### src/rtl/i2s_rxclk_pkg.sv
package i2s_rxclk_pkg;
  localparam int FRAC_W_DEF = 8;
  localparam int BDIV_W_DEF = 6;
  localparam int WSL_W_DEF  = 5;
  localparam int SYNC_DEF   = 2;
  // source codes on mode bits [2:0]; any other code behaves like OWN
  localparam logic [2:0] SRC_OWN    = 3'b000;
  localparam logic [2:0] SRC_TXREF  = 3'b010;
  localparam logic [2:0] SRC_FOURW  = 3'b100;
endpackage

### src/rtl/rxc_frac_div.sv
module rxc_frac_div #(
  parameter int FRAC_W = 8
) (
  input  logic              clk,
  input  logic              rst_n,
  input  logic              clr,
  input  logic [FRAC_W-1:0] num,
  input  logic [FRAC_W-1:0] den,
  output logic              ref_en
);
  localparam int ACC_W = FRAC_W + 1;

  logic [ACC_W-1:0] acc_q, acc_d, sum;
  logic             tog_q, tog_d, ref_q, ref_d;
  logic             valid, hit;

  always_comb begin
    valid = (num != '0) && (num <= den);
    sum   = acc_q + {1'b0, num};
    hit   = valid && (sum >= {1'b0, den});
    acc_d = acc_q;
    tog_d = tog_q;
    ref_d = 1'b0;
    if (clr) begin
      acc_d = '0;
      tog_d = 1'b0;
    end else begin
      if (!valid)   acc_d = '0;
      else if (hit) acc_d = sum - {1'b0, den};
      else          acc_d = sum;
      tog_d = tog_q ^ hit;
      ref_d = hit & tog_q;
    end
  end

  always_ff @(posedge clk or negedge rst_n) begin
    if (!rst_n) begin
      acc_q <= '0;
      tog_q <= 1'b0;
      ref_q <= 1'b0;
    end else begin
      acc_q <= acc_d;
      tog_q <= tog_d;
      ref_q <= ref_d;
    end
  end

  assign ref_en = ref_q;

  p_no_ref_bad_ratio_r2: assert property (@(posedge clk) disable iff (!rst_n)
    ((num == '0) || (num > den)) |=> !ref_en)
    else $error("reference pulse with unusable ratio");

  p_ref_spaced_r3: assert property (@(posedge clk) disable iff (!rst_n)
    ref_en |=> !ref_en)
    else $error("reference pulses back to back");
endmodule

### src/rtl/rxc_pulse_div.sv
module rxc_pulse_div #(
  parameter int CNT_W = 6
) (
  input  logic             clk,
  input  logic             rst_n,
  input  logic             clr,
  input  logic             in_en,
  input  logic [CNT_W-1:0] div,
  output logic             out_en
);
  logic [CNT_W-1:0] cnt_q, cnt_d;
  logic             out_q, out_d;

  always_comb begin
    cnt_d = cnt_q;
    out_d = 1'b0;
    if (clr) begin
      cnt_d = '0;
    end else if (in_en) begin
      if (cnt_q >= div) begin
        cnt_d = '0;
        out_d = 1'b1;
      end else begin
        cnt_d = cnt_q + 1'b1;
      end
    end
  end

  always_ff @(posedge clk or negedge rst_n) begin
    if (!rst_n) begin
      cnt_q <= '0;
      out_q <= 1'b0;
    end else begin
      cnt_q <= cnt_d;
      out_q <= out_d;
    end
  end

  assign out_en = out_q;

  p_out_needs_in_r4: assert property (@(posedge clk) disable iff (!rst_n)
    out_en |-> ($past(in_en) && !$past(clr)))
    else $error("divided pulse without input pulse");
endmodule

### src/rtl/rxc_pin_sync.sv
module rxc_pin_sync #(
  parameter int STAGES = 2
) (
  input  logic clk,
  input  logic rst_n,
  input  logic sck_pin,
  input  logic ws_pin,
  output logic sck_rise,
  output logic ws_lvl
);
  localparam int LAST = STAGES - 1;

  logic [STAGES-1:0] sck_sh_q, sck_sh_d, ws_sh_q, ws_sh_d;
  logic              sck_old_q;

  always_comb begin
    sck_sh_d = {sck_sh_q[LAST-1:0], sck_pin};
    ws_sh_d  = {ws_sh_q[LAST-1:0], ws_pin};
  end

  always_ff @(posedge clk or negedge rst_n) begin
    if (!rst_n) begin
      sck_sh_q  <= '0;
      ws_sh_q   <= '0;
      sck_old_q <= 1'b0;
    end else begin
      sck_sh_q  <= sck_sh_d;
      ws_sh_q   <= ws_sh_d;
      sck_old_q <= sck_sh_q[LAST];
    end
  end

  assign sck_rise = sck_sh_q[LAST] & ~sck_old_q;
  assign ws_lvl   = ws_sh_q[LAST];

  p_single_rise_r7: assert property (@(posedge clk) disable iff (!rst_n)
    sck_rise |=> !sck_rise)
    else $error("two edge pulses from one pin edge");
endmodule

### src/rtl/rxc_ws_gen.sv
module rxc_ws_gen #(
  parameter int LEN_W = 5
) (
  input  logic             clk,
  input  logic             rst_n,
  input  logic             clr,
  input  logic             tick,
  input  logic [LEN_W-1:0] half_len,
  output logic             ws
);
  logic [LEN_W-1:0] cnt_q, cnt_d;
  logic             ws_q, ws_d;

  always_comb begin
    cnt_d = cnt_q;
    ws_d  = ws_q;
    if (clr) begin
      cnt_d = '0;
      ws_d  = 1'b0;
    end else if (tick) begin
      if (cnt_q >= half_len) begin
        cnt_d = '0;
        ws_d  = ~ws_q;
      end else begin
        cnt_d = cnt_q + 1'b1;
      end
    end
  end

  always_ff @(posedge clk or negedge rst_n) begin
    if (!rst_n) begin
      cnt_q <= '0;
      ws_q  <= 1'b0;
    end else begin
      cnt_q <= cnt_d;
      ws_q  <= ws_d;
    end
  end

  assign ws = ws_q;

  p_ws_moves_on_tick_r8: assert property (@(posedge clk) disable iff (!rst_n)
    (ws != $past(ws)) |-> ($past(tick) || $past(clr)))
    else $error("word-select moved without a bit clock");
endmodule

### src/rtl/i2s_rx_clk_sel.sv
module i2s_rx_clk_sel
  import i2s_rxclk_pkg::*;
#(
  parameter int FRAC_W = FRAC_W_DEF,
  parameter int BDIV_W = BDIV_W_DEF,
  parameter int WSL_W  = WSL_W_DEF,
  parameter int SYNC_N = SYNC_DEF
) (
  input  logic              clk,
  input  logic              rst_n,
  input  logic [FRAC_W-1:0] frac_num,
  input  logic [FRAC_W-1:0] frac_den,
  input  logic [BDIV_W-1:0] bit_div,
  input  logic [3:0]        src_mode,
  input  logic              slave,
  input  logic [WSL_W-1:0]  ws_len,
  input  logic              rx_sck_pin,
  input  logic              rx_ws_pin,
  input  logic              tx_ref_en,
  input  logic              tx_bclk_en,
  input  logic              tx_ws,
  output logic              ref_en,
  output logic              bclk_en,
  output logic              ws_out,
  output logic              mclk_oe
);
  localparam int CFG_W = 2 * FRAC_W + BDIV_W + 4 + 1 + WSL_W;

  logic [CFG_W-1:0] cfg_now, cfg_q;
  logic             cfg_chg;
  logic             own_ref, div_in, div_bclk;
  logic             sck_rise, ws_sync, ws_gen_lvl;
  logic             four_wire, txref_sel, ext_clk;

  // configuration snapshot: any difference restarts all counters
  assign cfg_now = {frac_num, frac_den, bit_div, src_mode, slave, ws_len};
  assign cfg_chg = (cfg_now != cfg_q);

  always_ff @(posedge clk or negedge rst_n) begin
    if (!rst_n) cfg_q <= '0;
    else        cfg_q <= cfg_now;
  end

  always_comb begin
    four_wire = (src_mode[2:0] == SRC_FOURW);
    txref_sel = (src_mode[2:0] == SRC_TXREF);
    ext_clk   = slave && !four_wire && !txref_sel;
    div_in    = txref_sel ? tx_ref_en : own_ref;
  end

  rxc_frac_div #(.FRAC_W(FRAC_W)) u_frac (
    .clk(clk), .rst_n(rst_n), .clr(cfg_chg),
    .num(frac_num), .den(frac_den), .ref_en(own_ref)
  );

  rxc_pulse_div #(.CNT_W(BDIV_W)) u_bdiv (
    .clk(clk), .rst_n(rst_n), .clr(cfg_chg),
    .in_en(div_in), .div(bit_div), .out_en(div_bclk)
  );

  rxc_pin_sync #(.STAGES(SYNC_N)) u_sync (
    .clk(clk), .rst_n(rst_n), .sck_pin(rx_sck_pin), .ws_pin(rx_ws_pin),
    .sck_rise(sck_rise), .ws_lvl(ws_sync)
  );

  rxc_ws_gen #(.LEN_W(WSL_W)) u_wsg (
    .clk(clk), .rst_n(rst_n), .clr(cfg_chg),
    .tick(div_bclk), .half_len(ws_len), .ws(ws_gen_lvl)
  );

  always_comb begin
    if (four_wire)    bclk_en = tx_bclk_en;
    else if (ext_clk) bclk_en = sck_rise;
    else              bclk_en = div_bclk;
    if (four_wire)    ws_out = tx_ws;
    else if (slave)   ws_out = ws_sync;
    else              ws_out = ws_gen_lvl;
  end

  assign ref_en  = own_ref;
  assign mclk_oe = src_mode[3];

  p_ext_edge_latency_r7: assert property (@(posedge clk) disable iff (!rst_n)
    (ext_clk && $past(ext_clk) && bclk_en) |-> $past(rx_sck_pin, 2))
    else $error("external bit clock pulse without pin high");
endmodule

### config.mk
export PLATFORM = sky130hd
export DESIGN_NAME = i2s_rx_clk_sel
export DESIGN_NICKNAME = d
export VERILOG_FILES = /design/src/rtl/i2s_rxclk_pkg.sv /design/src/rtl/rxc_frac_div.sv /design/src/rtl/rxc_pulse_div.sv /design/src/rtl/rxc_pin_sync.sv /design/src/rtl/rxc_ws_gen.sv /design/src/rtl/i2s_rx_clk_sel.sv
export SDC_FILE = /design/constraint.sdc
export NUM_CORES = 1
export LEC_CHECK = 0
export BUFFER_PORTS_ARGS = -buffer_cell sky130_fd_sc_hd__buf_2
export CORE_MARGIN = 3
export CORE_UTILIZATION = 45
export DETAILED_ROUTE_END_ITERATION = 8
export GPL_ROUTABILITY_DRIVEN = 1
export PLACE_DENSITY = 0.69
export REMOVE_ABC_BUFFERS = 1
export SETUP_SLACK_MARGIN = 0.4
export SLEW_MARGIN = 20
export SYNTH_ARGS = -nofsm -noshare
export SYNTH_HDL_FRONTEND = slang
export SYNTH_SLANG_ARGS = --single-unit
export TNS_END_PERCENT = 10
### constraint.sdc
create_clock -name clk -period 8.7 [get_ports clk]
set_clock_uncertainty 0.05 [all_clocks]
set_input_delay 0.435 -clock clk [delete_from_list [all_inputs] [get_ports clk]]
set_output_delay 0.435 -clock clk [all_outputs]
set_load 0.01 [all_outputs]
After elaboration in Yosys (flattened, before gate mapping)
Index checks and enable logic that the tools add are counted.

$lt $le $gt $ge: 4. Add/sub/neg operators: 4. Reduce and logical (&&, ||, !) cells: 11. Equal/unequal tests: 3. Bitwise operators: 5. Mux-type cells: 22.

Operator list (number): $ne 32x32->1 (1); $mux 9 (3); $mux 6 (3); $mux 5 (3); $mux 1 (13); $add 9x8->9 (1); $ge 9x8->1 (1); $sub 9x8->9 (1); $le 8x8->1 (1); $reduce_bool 8->1 (1); $add 6x1->6 const B (1); $ge 6x6->1 (1); $reduce_bool 2->1 (3); $add 5x1->5 const B (1); $ge 5x5->1 (1); $logic_and 1x1->1 (4); $eq 3x2->1 const B (1); $eq 3x3->1 const B (1); $and 1x1->1 (2); $logic_not 1->1 (2); $not 1->1 (2); $reduce_and 2->1 (1); $xor 1x1->1 (1).

Output and inout bits: 4. Input port bits: 39. Flip-flop bits (word level): 61. Word-level logic and storage cells: 60.

Longest topological paths before layout
Gate-level depths: netlist of the first run.

Depth after elaboration: 6. Gate-level depth with buffers: 18. Mapped depth without buffers: 17.

Hierarchy
Synthesis of the first run repeated with hierarchy kept, for this count alone.

Cells, all modules: 353. Area, all modules: 3691.0 µm².

By module, submodules not included: rxc_frac_div (area an instance 1371.3 µm², times used 1, seq. area each 275.3 µm², cells each 159); i2s_rx_clk_sel (area an instance 1237.4 µm², times used 1, seq. area each 800.8 µm², cells each 87); rxc_pulse_div (area an instance 493.0 µm², times used 1, seq. area each 175.2 µm², cells each 51); rxc_ws_gen (area an instance 450.4 µm², times used 1, seq. area each 150.1 µm², cells each 50); rxc_pin_sync (area an instance 138.9 µm², times used 1, seq. area each 125.1 µm², cells each 6).

Worst setup path before layout of the first run
OpenSTA, ideal clock, no wires.

Kind: input to register. From: in frac_num[0]. To: reg u_frac.tog_q. Buffers on the path: 1. Library setup time: 131 ps. Stages on the path: 18. Path slack: 5146 ps. Required time: 8519 ps. Arrival time: 3373 ps. Cell sequence: ha_1 > inv_1 > fa_1 > nor2b_1 > o22ai_1 > xor2_1 > inv_1 > ha_1 > nand3_1 > o21bai_2 > nand3b_2 > o41a_1 > buf_2 > nor3_2 > and4b_1 > ha_1 > inv_1 > nor2_1.

Word-level cells in the longest chain between the ends: 5. Elaborated cells between the ends (all ways): 9. Classes of those cells: 1 x add/sub; 2 x order compare; 1 x eq/ne; 1 x mux; 1 x bitwise; 3 x reduce/logical.

RTL lines: from (decl) (RTL line i2s_rx_clk_sel.sv:11) `input logic [FRAC_W-1:0] frac_num,`; $add 9x8->9 (tied with other cells) (RTL line rxc_frac_div.sv:19) `sum = acc_q + {1'b0, num};`; $ge 9x8->1 or $logic_and 1x1->1 (tied branches) (RTL line rxc_frac_div.sv:20, rxc_frac_div.sv:18); $logic_and 1x1->1 (RTL line rxc_frac_div.sv:20) `hit = valid && (sum >= {1'b0, den});`; $xor 1x1->1 (RTL line rxc_frac_div.sv:31) `tog_d = tog_q ^ hit;`; $mux 1 * (RTL line rxc_frac_div.sv:24) `if (clr) begin`; via u_frac.tog_d (RTL line rxc_frac_div.sv:14) `logic tog_q, tog_d, ref_q, ref_d;`; to (signal assigned) (RTL line rxc_frac_div.sv:43) `tog_q <= tog_d;`; to (decl) (RTL line rxc_frac_div.sv:14).

The timed path passes the listed nets; every way through them passes the cells marked *. A chain may end at the register's enable or synchronous reset.

Final worst setup path of the first run
From: reg u_frac.acc_q[0]. To: reg u_frac.tog_q.

Word-level cells in the longest chain between the ends: 5.

RTL lines: from (decl) (RTL line rxc_frac_div.sv:13) `logic [ACC_W-1:0] acc_q, acc_d, sum;`; from (signal assigned) (RTL line rxc_frac_div.sv:38) `acc_q <= '0;`; from (signal assigned) (RTL line rxc_frac_div.sv:42) `acc_q <= acc_d;`; $add 9x8->9 (RTL line rxc_frac_div.sv:19); $ge 9x8->1 (RTL line rxc_frac_div.sv:20); $logic_and 1x1->1 (RTL line rxc_frac_div.sv:20); $xor 1x1->1 (RTL line rxc_frac_div.sv:31); $mux 1 (RTL line rxc_frac_div.sv:24); via u_frac.tog_d (RTL line rxc_frac_div.sv:14).

The timed path passes the listed nets, and every way through them passes these cells.

==> insert_results.sql, run 1 <==
INSERT INTO impl_metrics (metric_group, metric, value, unit) VALUES
('run_status', 'status', 'finished clean', ''),
('worst_setup_path', 'regToRegSetupSlack', '4.96', 'ns'),
('place', 'dp_hpwl', '6.46', 'mm'),
('pwr', 'vdd_ir_drop_max', '0.0000774', 'V'),
('cts', 'cts_htree_levels', '3', ''),
('worst_setup_path', 'cp_data_arrival_time', '3.88', 'ns'),
('detailed_routing', 'ant_nets', '0', ''),
('pwr', 'netSwitchingFraction', '24.2', '%'),
('timing', 'worstMarginPinSlew', '0.901', 'ns'),
('logic_synthesis', 'yosysSeqAreaShare', '40.6', '%'),
('worst_setup_path', 'crit_path_end_kind', 'flop', ''),
('timing', 'setup_viol', '0', ''),
('timing', 'min_period', '3.74', 'ns'),
('cts', 'cts.repair.resized', '0', ''),
('detailed_routing', 'routed_wire_length', '8.31', 'mm'),
('logic_synthesis', 'post_synth.cell_area_avg', '10.0', 'um2'),
('worst_setup_path', 'start_kind', 'flop', ''),
('worst_setup_path', 'reg2regPathDepth', '17', ''),
('layout', 'final_util', '54.4', '%'),
('cts', 'cts_max_path_buffers', '2', ''),
('floorplan', 'effective_utilization_at_floorplan', '47.5', '%'),
('layout', 'n_antenna_cell', '0', ''),
('hold_path', 'hold_path_startpoint', 'rx_sck_pin', ''),
('logic_synthesis', 'postSynthCellCount', '375', ''),
('worst_setup_path', 'crit_type', 'reg -> reg', ''),
('floorplan', 'std_cell_rows', '32', ''),
('cts', 'tritoncts', 'done', ''),
('global_routing', 'grt_overflow', '0', ''),
('cts', 'clk_root_buffer_cell', 'sky130_fd_sc_hd__clkbuf_8', ''),
('pwr', 'p_switching', '0.173', 'mW'),
('timing', 'totalNegativeSetupSlack', '0', 'ns'),
('floorplan', 'placeable_area', '0.00793', 'mm2'),
('layout', 'flow.area_growth_from_synthesis', '14.6', '%'),
('global_routing', 'grt_start_max_net_pins', '62', ''),
('layout', 'fillCellCount', '713', ''),
('worst_setup_path', 'worst-endpoint-required', '8.84', 'ns'),
('timing', 'maxSlewViolCount', '0', ''),
('logic_synthesis', 'synth_area', '0.00376', 'mm2'),
('cts', 'postCtsHoldBufs', '0', ''),
('layout', 'final_cell_area', '0.00431', 'mm2'),
('logic_synthesis', 'count_of_flip_flops_with_a_built_in_enable_after_synthesis', '0', ''),
('logic_synthesis', 'synth_ff_type', 'sky130_fd_sc_hd__dfrtp_1', ''),
('pwr', 'power_leakage', '2.00', 'nW'),
('place', 'postPlaceCellArea', '0.00407', 'mm2'),
('layout', 'final_net_count', '500', ''),
('run', 'max_cap_violations', '0', ''),
('pwr', 'cellInternalPower', '0.541', 'mW'),
('pwr', 'combPwrFrac', '14.5', '%'),
('logic_synthesis', 'post_synth_main_area_contributors', 'sky130_fd_sc_hd__dfrtp_1 (41%), sky130_fd_sc_hd__ha_1 (13%), sky130_fd_sc_hd__xnor2_1 (6.7%)', ''),
('global_routing', 'via_count_of_the_first_global_routing_pass', '2877', ''),
('place', 'last_weighted_congestion_value_of_the_routability_driven_placer', '0.828', ''),
('floorplan', 'die-width', '97.5', 'um'),
('floorplan', 'top_level_ports', '43', ''),
('logic_synthesis', 'postSynthRegisterBits', '61', ''),
('detailed_routing', 'drt-initial-drc-count', '208', ''),
('global_routing', 'grt_use_total', '18.2', '%'),
('timing', 'final_hold_viol_count', '0', ''),
('layout', 'layout-drive-gt1-share', '16.7', '%'),
('cts', 'clock_sink_count', '61', ''),
('timing', 'final_period_utilization', '42.9', '%'),
('worst_setup_path', 'crit_fanout', '9', ''),
('pwr', 'pwr-share-seq', '41.4', '%'),
('worst_setup_path', 'r2r-end', 'u_frac.tog_q$_DFF_PN0_', ''),
('timing', 'achievable-frequency', '0.268', 'GHz'),
('detailed_routing', 'drc_errors', '0', ''),
('global_routing', 'grt_antenna_before_repair', '1', ''),
('detailed_routing', 'count_of_vias_placed_by_the_detailed_router', '2923', ''),
('detailed_routing', 'vias_per_cell', '5.55', ''),
('detailed_routing', 'first_pass_iteration_count_of_the_detailed_router', '4', ''),
('pwr', 'power.clock.fraction', '44.0', '%'),
('cts', 'path_clk_slew', '0.07', 'ns');
-- sequential cells by signal, indices dropped and copies added, names as in the netlist --
| signal | count |
|---|---|
| cfg_q | 32 |
| u_bdiv.cnt_q | 6 |
| u_bdiv.out_en | 1 |
| u_frac.acc_q | 9 |
| u_frac.ref_en | 1 |
| u_frac.tog_q | 1 |
| u_sync.sck_old_q | 1 |
| u_sync.sck_sh_q | 2 |
| u_sync.ws_sh_q | 2 |
| u_wsg.cnt_q | 5 |
| u_wsg.ws | 1 |
-- area by class of cell --
type                            instances  area, um2  share of cell area, %
Inverter                               34        128                   2.96
Sequential cell                        61       1530                   35.4
Clock buffer                           11        151                   3.51
Tap cell                              102        128                   2.96
Multi-Input combinational cell        271       2060                   47.7
Timing Repair Buffer                   44        225                   5.22
Clock inverter                          4       95.1                   2.21
-- worst max-delay path: stages, from the launching register on --
cell                       delay [ns]
sky130_fd_sc_hd__dfrtp_1         0.33
sky130_fd_sc_hd__ha_1            0.15
sky130_fd_sc_hd__inv_1           0.05
sky130_fd_sc_hd__fa_1            0.40
sky130_fd_sc_hd__nor2b_1         0.19
sky130_fd_sc_hd__o22ai_1         0.13
sky130_fd_sc_hd__xor2_1          0.14
sky130_fd_sc_hd__inv_1           0.08
sky130_fd_sc_hd__ha_1            0.33
sky130_fd_sc_hd__nand3_1         0.11
sky130_fd_sc_hd__o21bai_2        0.13
sky130_fd_sc_hd__nand3b_2        0.13
sky130_fd_sc_hd__o41a_1          0.53
sky130_fd_sc_hd__nor3_2          0.28
sky130_fd_sc_hd__and4b_1         0.22
sky130_fd_sc_hd__ha_1            0.26
sky130_fd_sc_hd__inv_1           0.05
sky130_fd_sc_hd__nor2_1          0.04
-- logic make-up after synthesis --
logic type,count (synthesis),synth area share (%)
compound gates,83,15.0
xor+xnor,42,9.77
fa+ha+maj,40,13.7
buf+inv,43,4.75
flops,61,40.6
mux,3,0.831
simple gates,103,15.4
-- through the flow --
step                power, mW  std cells  setup WS [ns]  hold WS, ns
floorplan               0.366        366           5.15       0.0894
global placement        0.402        512           4.80        0.285
detailed placement      0.405        512           4.66        0.291
CTS                     0.720        527           4.96        0.136
global route            0.743        527           4.75        0.144
finish                  0.714        527           4.96        0.151
-- metal layers --
metal  global-route usage, %  routed length, um  part of all wire, %  vias to the layer above
met5                       0                  7                0.084                        -
met4                    6.07                160                  1.9                        2
met3                    4.45                392                  4.7                       17
met2                    28.7               3870                   47                       64
met1                    24.6               3880                   47                     1403
li1                        -                  -                    -                     1437
-- power groups by stage --
| stage | logic [mW] | clock network [mW] | registers [mW] |
|---|---|---|---|
| 4_1_cts | 0.105 | 0.320 | 0.296 |
| 5_1_grt | 0.117 | 0.330 | 0.297 |
| 6_report | 0.104 | 0.314 | 0.296 |
| 2_1_floorplan | 0.0648 | 0 | 0.301 |
| 3_3_place_gp | 0.101 | 0 | 0.301 |
| 3_5_place_dp | 0.104 | 0 | 0.301 |
-- how the worst max path moves through the flow --
stage,to,from,slack [ns]
floorplan,u_frac.tog_q$_DFF_PN0_,frac_num[0],5.15
global placement,u_frac.tog_q$_DFF_PN0_,frac_num[0],4.80
detailed placement,u_frac.tog_q$_DFF_PN0_,frac_num[0],4.66
CTS,u_frac.tog_q$_DFF_PN0_,u_frac.acc_q[0]$_DFF_PN0_,4.96
global route,u_frac.tog_q$_DFF_PN0_,u_frac.acc_q[0]$_DFF_PN0_,4.75
finish,u_frac.tog_q$_DFF_PN0_,u_frac.acc_q[0]$_DFF_PN0_,4.96
-- cells in the mapped netlist (5+ instances only) --
cell	n
sky130_fd_sc_hd__a21o_1	6
sky130_fd_sc_hd__o21a_1	5
sky130_fd_sc_hd__xnor2_1	29
sky130_fd_sc_hd__ha_1	38
sky130_fd_sc_hd__nor3_1	6
sky130_fd_sc_hd__nor4_1	5
sky130_fd_sc_hd__dfrtp_1	61
sky130_fd_sc_hd__a21oi_1	24
sky130_fd_sc_hd__nand3_1	17
sky130_fd_sc_hd__o31ai_1	6
sky130_fd_sc_hd__nor2_1	13
sky130_fd_sc_hd__a31oi_1	7
sky130_fd_sc_hd__nand2_1	23
sky130_fd_sc_hd__xor2_1	13
sky130_fd_sc_hd__nand4_1	9
sky130_fd_sc_hd__o21ai_0	10
sky130_fd_sc_hd__inv_1	34
sky130_fd_sc_hd__o211ai_1	7
-- layout by cell type, fill, tap and decap left out, types with 3 or more instances in the layout --
master / netlist / layout
sky130_fd_sc_hd__dfrtp_1: 61 / 61
sky130_fd_sc_hd__o31a_1: 3 / 3
sky130_fd_sc_hd__nand3b_1: 4 / 4
sky130_fd_sc_hd__o21ai_0: 10 / 10
sky130_fd_sc_hd__a31oi_1: 7 / 7
sky130_fd_sc_hd__xnor2_1: 29 / 29
sky130_fd_sc_hd__nor4_1: 5 / 5
sky130_fd_sc_hd__inv_1: 34 / 34
sky130_fd_sc_hd__nor3b_1: 3 / 3
sky130_fd_sc_hd__a21oi_1: 24 / 24
sky130_fd_sc_hd__buf_2: 3 / 42
sky130_fd_sc_hd__o31ai_1: 6 / 6
sky130_fd_sc_hd__nor2_1: 13 / 13
sky130_fd_sc_hd__clkbuf_8: 1 / 11
sky130_fd_sc_hd__a21o_1: 6 / 6
sky130_fd_sc_hd__nand2_1: 23 / 23
sky130_fd_sc_hd__ha_1: 38 / 38
sky130_fd_sc_hd__o211ai_1: 7 / 7
sky130_fd_sc_hd__nor2b_1: 4 / 4
sky130_fd_sc_hd__o21a_1: 5 / 5
sky130_fd_sc_hd__bufinv_16: 0 / 3
sky130_fd_sc_hd__nand3_1: 17 / 17
sky130_fd_sc_hd__nand4_1: 9 / 9
sky130_fd_sc_hd__nor3_1: 6 / 6
sky130_fd_sc_hd__xor2_1: 13 / 13
Power figures use the tool's default switching activity.
==> run 2, diff against run 1 <==
PLACE_DENSITY = 0.72   (was 0.69)
clock period = 3.3 ns   (was 8.7 ns; I/O delays follow)
==> run 2 against run 1 <==
  * The run now ends with setup timing left
  * Critical path depth unchanged
  * Non-clock buffer count up 51
  * Critical path type unchanged
  * Sequential share of layout area down 3.8 points
  * Sequential power rose to 2.6 times the previous value
  * Worst hold slack worse by 0.092 ns
  * Design area up 12%
==> insert_results.sql, run 2 (synthesis gave the netlist of run 1 again) <==
INSERT INTO impl_metrics (metric_group, metric, value, unit) VALUES
('run_status', 'status', 'finished with violations', ''),
('run_status', 'failing_checks', 'setup timing', ''),
('timing', 'setup_viol', '2', ''),
('detailed_routing', 'count_of_vias_placed_by_the_detailed_router', '3232', ''),
('cts', 'cts_max_path_buffers', '2', ''),
('layout', 'largest_register_ff_count', '32', ''),
('timing', 'max_slew_margin', '36.3', '%'),
('global_routing', 'grt_start_max_net_pins', '47', ''),
('worst_setup_path', 'crit_fanout', '3', ''),
('global_routing', 'met1_track_usage_gr', '26.0', '%'),
('global_routing', 'groute.layer.met2.usage', '34.8', '%'),
('layout', 'layout-drive-gt1-share', '21.4', '%'),
('detailed_routing', 'routed_wire_length', '9.69', 'mm'),
('layout', 'layout_commonest_cell', 'sky130_fd_sc_hd__dfrtp_1', ''),
('place', 'postPlaceCellArea', '0.00420', 'mm2'),
('layout', 'largest-register', 'cfg_q', ''),
('timing', 'final_hold_viol_count', '0', ''),
('hold_path', 'min_to', 'cfg_q[26]$_DFF_PN0_', ''),
('worst_setup_path', 'worst-endpoint-required', '3.48', 'ns'),
('global_routing', 'grt_overflow', '0', ''),
('global_routing', 'via_count_of_the_first_global_routing_pass', '3305', ''),
('worst_setup_path', 'crit_type', 'reg -> reg', ''),
('layout', 'final_cell_area', '0.00483', 'mm2'),
('floorplan', 'effective_utilization_at_floorplan', '47.5', '%'),
('floorplan', 'placeable_area', '0.00793', 'mm2'),
('cts', 'path_clk_slew', '0.07', 'ns'),
('layout', 'multi_input_logic_area', '0.00214', 'mm2'),
('floorplan', 'std_cell_rows', '32', ''),
('hold_path', 'timing.hold.worst_path_depth', '2', ''),
('cts', 'clk-insertion-delay-late', '0.35', 'ns'),
('cts', 'clock_sink_count', '61', ''),
('detailed_routing', 'route.detailed.wl_per_inst', '16.8', 'um'),
('floorplan', 'die_height', '97.5', 'um'),
('layout', 'fillCellCount', '637', ''),
('timing', 'totalNegativeSetupSlack', '-0.0497', 'ns'),
('worst_setup_path', 'cp_data_arrival_time', '3.52', 'ns'),
('global_routing', 'globalRoute.busiestLayer', 'met2', ''),
('detailed_routing', 'drc_errors', '0', ''),
('layout', 'final_util', '60.9', '%'),
('global_routing', 'grt_use_total', '20.9', '%'),
('worst_setup_path', 'crit_path_end_kind', 'flop', ''),
('place', 'port_buffers', '42', ''),
('timing', 'grt_setup_unrepaired', 'yes', ''),
('global_routing', 'grt_antenna_before_repair', '0', ''),
('pwr', 'power_leakage', '2.23', 'nW'),
('cts', 'clock_buffer_count_from_cts', '9', ''),
('timing', 'min_period', '3.34', 'ns'),
('cts', 'cts_htree_levels', '3', ''),
('layout', 'flow.area_growth_from_synthesis', '28.4', '%'),
('timing', 'maxSlewViolCount', '0', ''),
('place', 'dp_hpwl', '6.82', 'mm'),
('worst_setup_path', 'regToRegSetupSlack', '-0.04', 'ns'),
('cts', 'tritoncts', 'done', ''),
('layout', 'sequential_cell_area', '0.00153', 'mm2'),
('hold_path', 'hold_path_startpoint', 'frac_num[2]', ''),
('layout', 'layout.cells.most_common_list', 'sky130_fd_sc_hd__dfrtp_1 (61), sky130_fd_sc_hd__buf_2 (42), sky130_fd_sc_hd__ha_1 (35)', ''),
('layout', 'top_regs', 'cfg_q x32, u_frac.acc_q x9, u_bdiv.cnt_q x6', ''),
('timing', 'finalWorstSetupSlack', '-0.0389', 'ns'),
('timing', 'worstMarginPinSlew', '0.929', 'ns'),
('timing', 'achievable-frequency', '0.300', 'GHz'),
('timing', 'final_period_utilization', '101', '%'),
('pwr', 'power-per-cell-area', '385', 'mW/mm2'),
('worst_setup_path', 'reg2regPathDepth', '17', ''),
('worst_setup_path', 'start_kind', 'flop', ''),
('layout', 'n_antenna_cell', '0', ''),
('global_routing', 'global_route_wire_length_before_repair', '16.0', 'mm'),
('detailed_routing', 'vias_per_cell', '5.59', ''),
('global_routing', 'grt_use_met3', '4.59', '%'),
('worst_setup_path', 'r2r_start', 'u_frac.acc_q[0]$_DFF_PN0_', ''),
('place', 'last_weighted_congestion_value_of_the_routability_driven_placer', '0.860', ''),
('hold_path', 'holdCritPathClass', 'in -> reg', ''),
('detailed_routing', 'first_pass_iteration_count_of_the_detailed_router', '5', ''),
('floorplan', 'design.die.area', '0.00950', 'mm2'),
('layout', 'final_net_count', '551', ''),
('detailed_routing', 'drt-initial-drc-count', '175', ''),
('worst_setup_path', 'r2r-end', 'u_frac.tog_q$_DFF_PN0_', ''),
('floorplan', 'top_level_ports', '43', ''),
('run', 'max_cap_violations', '0', ''),
('pwr', 'vdd_ir_drop_max', '0.000146', 'V'),
('detailed_routing', 'ant_nets', '0', ''),
('cts', 'clk_root_buffer_cell', 'sky130_fd_sc_hd__clkbuf_8', ''),
('floorplan', 'die-width', '97.5', 'um');
run 2: cell count changes in the layout (fill, tap and decap cells not counted), moves of 2 or more:
cell and delta:
sky130_fd_sc_hd__ha_4 +2, sky130_fd_sc_hd__xnor2_1 -2, sky130_fd_sc_hd__buf_4 +18, sky130_fd_sc_hd__dlygate4sd3_1 +32
sky130_fd_sc_hd__ha_1 -3, sky130_fd_sc_hd__xnor2_2 +2
run 2: report_power, final:
part,internal (mW),switching (mW),total [mW]
logic,0.170,0.176,0.346
clock network,0.440,0.294,0.734
registers,0.771,0.00979,0.780
total,1.38,0.480,1.86
run 2: how the worst max path moves through the flow:
stage / endpoint / from / cells after the start
floorplan: u_frac.tog_q$_DFF_PN0_ / u_frac.acc_q[0]$_DFF_PN0_ / 17
global route: u_frac.tog_q$_DFF_PN0_ / u_frac.acc_q[0]$_DFF_PN0_ / 18
CTS: u_frac.tog_q$_DFF_PN0_ / u_frac.acc_q[0]$_DFF_PN0_ / 18
finish: u_frac.tog_q$_DFF_PN0_ / u_frac.acc_q[0]$_DFF_PN0_ / 17
detailed placement: u_frac.tog_q$_DFF_PN0_ / u_frac.acc_q[0]$_DFF_PN0_ / 15
global placement: u_frac.tog_q$_DFF_PN0_ / u_frac.acc_q[0]$_DFF_PN0_ / 15
run 2: layout make-up:
type / instances / share of cell area, %
Multi-Input combinational cell: 271 / 44.4
Sequential cell: 61 / 31.6
Timing Repair Buffer: 95 / 14.3
Clock buffer: 11 / 2.93
Inverter: 34 / 2.64
Tap cell: 102 / 2.64
Clock inverter: 4 / 1.50
run 2: worst max-delay path, cell delays in order (launching register included):
cell	delay, ns
sky130_fd_sc_hd__dfrtp_1	0.33
sky130_fd_sc_hd__ha_2	0.19
sky130_fd_sc_hd__inv_2	0.04
sky130_fd_sc_hd__fa_2	0.38
sky130_fd_sc_hd__nor2b_4	0.16
sky130_fd_sc_hd__o22ai_2	0.11
sky130_fd_sc_hd__xor2_1	0.15
sky130_fd_sc_hd__inv_1	0.11
sky130_fd_sc_hd__ha_4	0.21
sky130_fd_sc_hd__buf_4	0.13
sky130_fd_sc_hd__nand2_1	0.09
sky130_fd_sc_hd__nand3b_2	0.10
sky130_fd_sc_hd__o41a_1	0.46
sky130_fd_sc_hd__nor3_2	0.14
sky130_fd_sc_hd__and4b_1	0.21
sky130_fd_sc_hd__ha_1	0.26
sky130_fd_sc_hd__inv_1	0.05
sky130_fd_sc_hd__nor2_1	0.04
run 2: through the flow:
step                      total power [mW]  cells  hold slack [ns]  setup slack, ns
after floorplan                      0.964    366           -0.181           -0.128
after global placement                1.08    530           0.0403          -0.0788
after detailed placement              1.09    530           0.0433           -0.148
after CTS                             1.86    578           0.0447         -0.00629
after global routing                  1.94    578           0.0546           -0.186
final                                 1.86    578           0.0590          -0.0389
run 2: routing by layer:
| metal | wire [um] | up-vias |
|---|---|---|
| met5 | 0 | - |
| met4 | 320 | 0 |
| met3 | 426 | 28 |
| met2 | 4750 | 90 |
| met1 | 4190 | 1577 |
| li1 | - | 1537 |
run 2: timing repair:
item,CTS,global route
setup buffers,1,0
hold buffers,32,0
hold endpoints to repair,46,0
gates resized for setup,9,8
endpoints found under the setup margin,11,11
pin swaps,7,3
